[src/rtl/wallbot_pkg.sv]
`timescale 1ns/1ps
package wallbot_pkg;

    localparam int SENSE_W = 2;
    localparam int STATE_W = 2;
    localparam int CMD_W   = 3;
    localparam int ADDR_W  = STATE_W + SENSE_W;
    localparam int WORD_W  = STATE_W + CMD_W;
    localparam int DEPTH   = 1 << ADDR_W;

    typedef enum logic [STATE_W-1:0] {
        ST_SEEK    = 2'b00,
        ST_PIVOT   = 2'b01,
        ST_HUG_OUT = 2'b10,
        ST_HUG_IN  = 2'b11
    } wb_state_t;

    // bit order matters: word is {next, pivot-right, pivot-left, step}
    typedef struct packed {
        logic tr;
        logic tl;
        logic fwd;
    } wb_cmd_t;

    typedef struct packed {
        wb_state_t nxt;
        wb_cmd_t   cmd;
    } wb_word_t;

    // Policy: address = {state, left, right}
    function automatic wb_word_t wb_policy(input logic [ADDR_W-1:0] a);
        wb_word_t  w;
        wb_state_t s;
        logic      l;
        logic      r;
        s = wb_state_t'(a[ADDR_W-1:SENSE_W]);
        l = a[1];
        r = a[0];
        w = '0;
        case (s)
            ST_SEEK: begin
                w.cmd = '{tr: 1'b0, tl: 1'b0, fwd: 1'b1};
                w.nxt = (l || r) ? ST_PIVOT : ST_SEEK;
            end
            ST_PIVOT: begin
                w.cmd = '{tr: 1'b0, tl: 1'b1, fwd: 1'b0};
                w.nxt = (!l && !r) ? ST_HUG_OUT : ST_PIVOT;
            end
            ST_HUG_OUT: begin
                w.cmd = '{tr: 1'b1, tl: 1'b0, fwd: 1'b1};
                w.nxt = r ? ST_HUG_IN : ST_HUG_OUT;
            end
            default: begin
                w.cmd = '{tr: 1'b0, tl: 1'b1, fwd: 1'b1};
                if (l)      w.nxt = ST_PIVOT;
                else if (r) w.nxt = ST_HUG_IN;
                else        w.nxt = ST_HUG_OUT;
            end
        endcase
        return w;
    endfunction

endpackage

[src/rtl/wallbot_table.sv]
`timescale 1ns/1ps
module wallbot_table
    import wallbot_pkg::*;
#(
    parameter int A_W = ADDR_W,
    parameter int D_W = WORD_W
) (
    input  logic [A_W-1:0] addr_i,
    output logic [D_W-1:0] word_o
);
    localparam int N_WORDS = 1 << A_W;

    logic [D_W-1:0] rom [N_WORDS];

    for (genvar i = 0; i < N_WORDS; i++) begin : g_word
        assign rom[i] = D_W'(wb_policy(ADDR_W'(i)));
    end

    assign word_o = rom[addr_i];
endmodule

[src/rtl/wallbot_regs.sv]
`timescale 1ns/1ps
module wallbot_regs
    import wallbot_pkg::*;
(
    input  logic      clk,
    input  logic      rst,
    input  wb_word_t  word_i,
    output wb_state_t state_o,
    output wb_cmd_t   cmd_o
);
    typedef struct packed {
        wb_state_t st;
        wb_cmd_t   cmd;
    } regs_t;

    regs_t r_d, r_q;

    always_comb begin
        r_d.st  = word_i.nxt;
        r_d.cmd = word_i.cmd;
        if (rst) begin
            r_d.st  = ST_SEEK;
            r_d.cmd = '0;
        end
    end

    always_ff @(posedge clk) begin
        r_q <= r_d;
    end

    assign state_o = r_q.st;
    assign cmd_o   = r_q.cmd;
endmodule

[src/rtl/wallbot_ctrl.sv]
`timescale 1ns/1ps
module wallbot_ctrl
    import wallbot_pkg::*;
(
    input  logic       clk,
    input  logic       rst,
    input  logic       touch_left,
    input  logic       touch_right,
    output logic       fwd_step,
    output logic       turn_left,
    output logic       turn_right,
    output logic [1:0] mode_state
);
    wb_state_t          state_q;
    wb_cmd_t            cmd_q;
    logic [ADDR_W-1:0]  tbl_addr;
    logic [WORD_W-1:0]  tbl_word;

    assign tbl_addr = {state_q, touch_left, touch_right};

    wallbot_table #(.A_W(ADDR_W), .D_W(WORD_W)) u_table (
        .addr_i (tbl_addr),
        .word_o (tbl_word)
    );

    wallbot_regs u_regs (
        .clk     (clk),
        .rst     (rst),
        .word_i  (wb_word_t'(tbl_word)),
        .state_o (state_q),
        .cmd_o   (cmd_q)
    );

    assign fwd_step   = cmd_q.fwd;
    assign turn_left  = cmd_q.tl;
    assign turn_right = cmd_q.tr;
    assign mode_state = state_q;


    lost_exit_chk: assert property (@(posedge clk) disable iff (rst)
        (state_q == ST_SEEK && (touch_left || touch_right)) |=> state_q == ST_PIVOT);


    pivot_hold_chk: assert property (@(posedge clk) disable iff (rst)
        (state_q == ST_PIVOT && (touch_left || touch_right)) |=> state_q == ST_PIVOT);


    hug_out_left_ignored_chk: assert property (@(posedge clk) disable iff (rst)
        (state_q == ST_HUG_OUT && !touch_right) |=> state_q == ST_HUG_OUT);


    hug_in_left_chk: assert property (@(posedge clk) disable iff (rst)
        (state_q == ST_HUG_IN && touch_left) |=> state_q == ST_PIVOT);


    pivot_cmd_chk: assert property (@(posedge clk) disable iff (rst)
        (state_q == ST_PIVOT) |=> (turn_left && !turn_right && !fwd_step));


    turn_excl_chk: assert property (@(posedge clk) disable iff (rst)
        !(turn_left && turn_right));
endmodule

[config.mk]
export PLATFORM = sky130hd
export DESIGN_NAME = wallbot_ctrl
export DESIGN_NICKNAME = d
export VERILOG_FILES = /design/src/rtl/wallbot_pkg.sv /design/src/rtl/wallbot_table.sv /design/src/rtl/wallbot_regs.sv /design/src/rtl/wallbot_ctrl.sv
export SDC_FILE = /design/constraint.sdc
export NUM_CORES = 1
export LEC_CHECK = 0
export BUFFER_PORTS_ARGS = -buffer_cell sky130_fd_sc_hd__buf_2
export CAP_MARGIN = 40
export CORE_AREA = 2 2 39 41
export DETAILED_ROUTE_END_ITERATION = 10
export DIE_AREA = 0 0 41 43
export PLACE_DENSITY = 0.35
export REMOVE_ABC_BUFFERS = 1
export SLEW_MARGIN = 20
export SYNTH_ARGS = -nofsm -noshare
export SYNTH_HDL_FRONTEND = slang
export SYNTH_SLANG_ARGS = --single-unit
[constraint.sdc]
create_clock -name clk -period 0.8 [get_ports clk]
set_input_delay 0 -clock clk [delete_from_list [all_inputs] [get_ports clk]]
set_output_delay 0 -clock clk [all_outputs]
set_load 0.05 [all_outputs]
==> flow_metrics.py, run 1 <==
metrics = {
    "status": {
        "status": "finished, final reports clean",
    },
    "logic_synthesis": {
        "yosysWarnings": 0,
        "synth_top_area_cell": "dfxtp_1",
        "synthCells": 15,
        "ys_top_cells_by_count": "dfxtp_1 (5), inv_1 (2), nand2b_1 (2), nor2b_1 (2)",
        "async_flop_share": 0,
        "avgSynthCellArea_um2": 10.9,
        "synth-compound-area-share": 0.160,
        "synthAdderAreaFrac": 0,
        "synth.area.top_cells": "dfxtp_1 (61%), a221oi_2 (9.2%), nand2b_1 (7.6%)",
        "synth.most_common_cell": "dfxtp_1",
        "synth_area_um2": 164,
        "yosysSeqAreaShare": 0.611,
        "synth-simple-area-share": 0.183,
        "synth-seq-cells": 5,
        "synth_cell_type_count": 8,
        "yosysTopAreaCellShare": 0.611,
        "synth_edf_count": 0,
        "yosys-mux-area-fraction": 0,
        "synth_top_family_by_area": "simple AND/OR/NAND/NOR gates",
        "synth_xor_xnor_area_share": 0,
        "synth-main-ff-cell": "dfxtp_1",
    },
    "sta": {
        "worstMarginPinSlew_ns": 0.180,
        "period_share": 0.971,
        "period_minus_slack_ns": 0.777,
        "setup_viol": 0,
        "drv_slew": 0,
        "hold_ws_ns": 0.0272,
        "max_clock_freq_mhz": 1290,
        "hold_viol": 0,
        "rsz0062_at_grt": "true",
        "relSlewSlack": 0.880,
        "fin_skew_ns": 0.00453,
    },
    "placed_design": {
        "gp_congestion": 0.541,
        "portBuffers": 8,
    },
    "floorplanning": {
        "ioPinCount": 9,
        "row_count": 14,
        "coreArea_um2": 1380,
        "dieArea_um2": 1760,
        "die_height_um": 43,
        "die_w_um": 41,
        "initial_core_util": 0.118,
    },
    "drt": {
        "vias": 155,
        "wirelength_um": 389,
        "wl_per_cell_um": 8.64,
        "drtIter0Drc": 1,
        "drc_errors": 0,
        "routed_via_density": 3.44,
        "firstDrtPassIters": 2,
        "ant_nets": 0,
    },
    "global_route": {
        "grt_max_degree": 8,
        "grt_pass1_wl_um": 641,
        "grt_remaining_overflow": 0,
        "grt_pass1_vias": 165,
        "grt_util_all_layers": 0.0622,
        "antenna_found_initial": 0,
    },
    "setup_path": {
        "cp_num_buf_inv": 2,
        "endpoint_kind": "register",
        "slowest_delay_ns": 0.53,
        "crit_chain": "dlygate4sd3_1, buf_2, nand2b_1, o22ai_1",
        "critPathRequiredTime_ns": 0.96,
        "crit_slowest_cell": "dlygate4sd3_1",
        "crit_type": "in -> reg",
        "cp_top_family": "buffers and inverters",
        "critPathLaunchType": "input port",
        "cp.arrival_ns": 0.94,
        "critPathMaxFanout": 6,
    },
    "power_and_ir_drop": {
        "pwr-share-clk": 0.407,
        "leakage_uw": 0.000127,
        "p_seq_frac": 0.399,
        "switchingPower_uw": 199,
        "combPwrFrac": 0.194,
        "cellInternalPower_uw": 510,
        "worst_ir_drop_vdd_uv": 825,
        "power_density_nw_per_um2": 2370,
        "p_sw_frac": 0.281,
    },
    "finish": {
        "fin_nets": 34,
        "drive_gt1_frac": 0.483,
        "ff_latch_area_um2": 105,
        "multi_input_area_um2": 56.3,
        "final_util": 0.216,
        "areaGrowthSynthToFinish_pct": 82.4,
        "num_antenna_cells": 0,
        "fillers": 147,
    },
    "cts": {
        "clk_pin_slew_ns": 0.04,
        "cts_root_buf": "clkbuf_4",
        "clk_latency_ns": 0.24,
        "numCtsBuffers": 3,
        "cts_buffer_depth": 2,
        "htree_levels": 1,
        "postCtsSetupBuffers": 0,
        "clock-sinks": 5,
        "cts_tree": "done",
    },
    "worst_hold_path": {
        "hold_class": "in -> reg",
    },
    "flow_run": {
        "maxCapViolCount": 0,
    },
}
==> metrics by stage <==
step / cell area, um^2 / TNS [ns] / std cells / setup WS (ns) / power [uW]
detailed placement: 224 / -0.0406 / 39 / -0.0406 / 396
CTS: 289 / 0 / 45 / 0.00202 / 712
global placement: 224 / -0.00681 / 39 / -0.00681 / 393
global route: 299 / -0.0348 / 45 / -0.0201 / 765
finish: 299 / 0 / 45 / 0.0233 / 709
floorplan: 164 / -1.07 / 15 / -0.340 / 363
==> layout by cell type, fill, tap and decap left out, types with 2 or more instances in the layout <==
| cell type | count |
|---|---|
| clkbuf_4 | 5 |
| buf_2 | 3 |
| dfxtp_1 | 3 |
| inv_1 | 2 |
| nand2b_1 | 2 |
| nor2b_1 | 2 |
| dlygate4sd3_1 | 2 |
==> path summary, 6_finish.rpt <==
check,start,endpoint,slack [ns],cells after the start
max,rst,u_regs.state_o[0],0.02,4
min,touch_right,u_regs.state_o[0],0.03,3
max reg2reg,u_regs.state_o[0],u_regs.state_o[1],0.04,2
min reg2reg,u_regs.state_o[0],u_regs.state_o[1],0.49,1
==> tightest hold or removal path, delay by kind of cell <==
kind                   cells  cell delay [ns]
AO/OA/AOI/OAI              1             0.08
buffers and inverters      2             0.14
==> final cells by class <==
cell class                      count  area share
Sequential cell                     5       0.351
Timing Repair Buffer               10       0.280
Clock buffer                        4      0.0879
Inverter                            2      0.0251
Tap cell                           16      0.0669
Multi-Input combinational cell      8       0.188
==> state kept, by name, indices dropped and copies added, names as in the netlist <==
signal	cells
u_regs.cmd_o	3
u_regs.state_o	2
==> power groups by stage <==
stage                     Sequential, uW  Clock [uW]  Combinational (uW)
after global routing                 285         334                 146
after global placement               282           0                 110
after CTS                            282         296                 133
after detailed placement             284           0                 112
after floorplan                      342           0                20.8
final                                283         289                 137
==> kinds of logic after synthesis <==
kind of cell    Yosys count
compound gates            3
buf+inv                   2
flops                     5
simple gates              5
==> per-layer routing <==
layer | vias up | routed length, um | GRT usage | share of wire
met5 | - | 0 | 0 | 0
met4 | 0 | 0 | 0.0400 | 0
met3 | 0 | 54 | 0.0628 | 0.14
met2 | 11 | 178 | 0.0875 | 0.46
met1 | 67 | 157 | 0.0514 | 0.40
li1 | 77 | - | - | -
==> timing repair <==
item                                    in CTS  in global routing
endpoints found under the hold margin        1                  0
hold buffers                                 2                  0
pin swaps                                    0                  1
resized for setup                            7                  4
endpoints found under the setup margin       4                  5
(Power assumes the default switching activity.)
==> inputs of run 2 (changes only) <==
clock period = 1 ns   (was 0.8 ns; I/O delays follow)
==> run 2 against run 1 <==
  * Setup slack better by 0.056 ns
  * Global-route usage down 0.59 points
  * First-iteration DRC count rose to 6.0 times the previous value
  * Sequential power down 21%
  * Die area unchanged
  * Combinational power down 29%
  * Via count up 3.2%
  * Sequential cell count unchanged
  * Design area down 8.8%
  * Critical path depth down 3
  * Sequential share of layout area up 1.6 points
  * Power down 22%
==> flow_metrics.py, run 2 (same netlist as run 1, synthesis figures left out) <==
metrics = {
    "status": {
        "status": "finished, final reports clean",
    },
    "finish": {
        "ff_latch_area_um2": 100,
        "layout_common_cells": "buf_2 (7), dfxtp_1 (5), clkbuf_4 (3)",
        "mostFrequentLayoutCell": "buf_2",
        "drive_gt1_frac": 0.414,
        "multi_input_area_um2": 56.3,
        "areaGrowthSynthToFinish_pct": 66.4,
        "final_util": 0.197,
        "largest_reg_flops": 3,
        "fillers": 155,
        "stdcell_area_um2": 273,
        "num_antenna_cells": 0,
        "fin_nets": 34,
    },
    "cts": {
        "cts_root_buf": "clkbuf_4",
        "cts_tree": "done",
        "numCtsBuffers": 3,
        "clk_latency_ns": 0.24,
        "cts_buffer_depth": 2,
        "clk_pin_slew_ns": 0.04,
        "postCtsSetupBuffers": 0,
        "clock-sinks": 5,
        "htree_levels": 1,
    },
    "floorplanning": {
        "die_w_um": 41,
        "ioPinCount": 9,
        "die_height_um": 43,
        "coreArea_um2": 1380,
        "row_count": 14,
        "dieArea_um2": 1760,
        "initial_core_util": 0.118,
    },
    "setup_path": {
        "cp_top_family": "flip-flops",
        "critPathRequiredTime_ns": 1.00,
        "cp_num_buf_inv": 1,
        "crit_cells": 1,
        "crit_path_end": "mode_state[0]",
        "rrSetupSlack_ns": 0.17,
        "cp.arrival_ns": 0.92,
        "critical_path.startpoint": "u_regs.state_o[0]",
        "timing.rr.start": "u_regs.state_o[0]",
        "slowest_delay_ns": 0.44,
        "crit_type": "reg -> out",
        "ff2ff_path_depth": 2,
        "crit_chain": "buf_4",
        "r2r-end": "u_regs.state_o[1]",
        "crit_slowest_cell": "dfxtp_1",
        "endpoint_kind": "output port",
        "critPathLaunchType": "register",
        "critPathMaxFanout": 7,
    },
    "placed_design": {
        "gp_congestion": 0.523,
        "portBuffers": 8,
        "place_area_um2": 224,
        "dpl.hpwl_um": 251,
    },
    "drt": {
        "wl_per_cell_um": 7.76,
        "wl_met3_um": 87,
        "ant_nets": 0,
        "vias": 160,
        "firstDrtPassIters": 3,
        "drt-met1-wl_um": 133,
        "routed_via_density": 3.56,
        "routed-wl-met2_um": 128,
        "drc_errors": 0,
        "drtIter0Drc": 6,
        "top_layer": "met3",
        "wirelength_um": 349,
    },
    "sta": {
        "setup_viol": 0,
        "period_share": 0.921,
        "worstMarginPinSlew_ns": 0.251,
        "period_minus_slack_ns": 0.921,
        "hold_viol": 0,
        "hold_ws_ns": 0.0328,
        "max_clock_freq_mhz": 1090,
        "rsz0062_at_grt": "false",
        "drv_slew": 0,
        "tns_ns": 0,
        "relSlewSlack": 0.834,
        "fin_skew_ns": 0.000918,
    },
    "power_and_ir_drop": {
        "worst_ir_drop_vdd_uv": 655,
        "leakage_uw": 0.000123,
        "power_density_nw_per_um2": 2020,
    },
    "global_route": {
        "grt_max_degree": 8,
        "antenna_found_initial": 0,
        "grt_util_all_layers": 0.0563,
        "grt_pass1_wl_um": 552,
        "grt_pass1_vias": 133,
        "grt_remaining_overflow": 0,
    },
    "worst_hold_path": {
        "hold_class": "in -> reg",
    },
    "flow_run": {
        "maxCapViolCount": 0,
    },
}
## run 2: cell count changes in the layout (fill, tap and decap cells not counted), sizes merged
| cell | change |
|---|---|
| clkbuf | -2 |
| buf | +2 |
## run 2: what timing repair did
action,4_1_cts,5_1_grt
hold endpoints to repair,3,0
hold buffers,2,0
setup endpoints to repair,0,1
resized for setup,0,2
## run 2: worst min path at each step
stage | start | endpoint | slack [ns] | depth (start not counted)
detailed placement | touch_left | u_regs.state_o[1] | 0.21 | 2
CTS | touch_right | u_regs.state_o[0] | 0.03 | 3
finish | touch_right | u_regs.state_o[0] | 0.03 | 3
global route | touch_right | u_regs.state_o[0] | 0.02 | 3
global placement | touch_left | u_regs.state_o[1] | 0.21 | 2
floorplan | rst | u_regs.state_o[1] | 0.07 | 1
## run 2: final cells by class
class	count	share of cell area
tap	16	0.0734
sequential	5	0.367
multi-input combinational	8	0.206
timing repair buffer	10	0.229
clock buffer	4	0.0963
inverter	2	0.0275
## run 2: metal layers
layer | vias up | track usage
li1 | 78 | -
met2 | 12 | 0.0469
met1 | 70 | 0.0647
met5 | - | 0
met4 | 0 | 0.0200
met3 | 0 | 0.0942
## run 2: per-stage QoR
step,total power (uW),instances,worst slack [ns]
after floorplan,290,15,-0.140
after global placement,314,39,0.200
final,552,45,0.0789
after CTS,563,45,0.00100
after detailed placement,317,39,0.170
after global routing,598,45,0.00717
## run 2: report_power, final
| part | leakage, uW | switching, uW | total (uW) | internal (uW) |
|---|---|---|---|---|
| Clock | 0.0000150 | 80.0 | 231 | 151 |
| Combinational | 0.0000667 | 66.9 | 97.6 | 30.7 |
| Sequential | 0.0000414 | 9.47 | 223 | 214 |
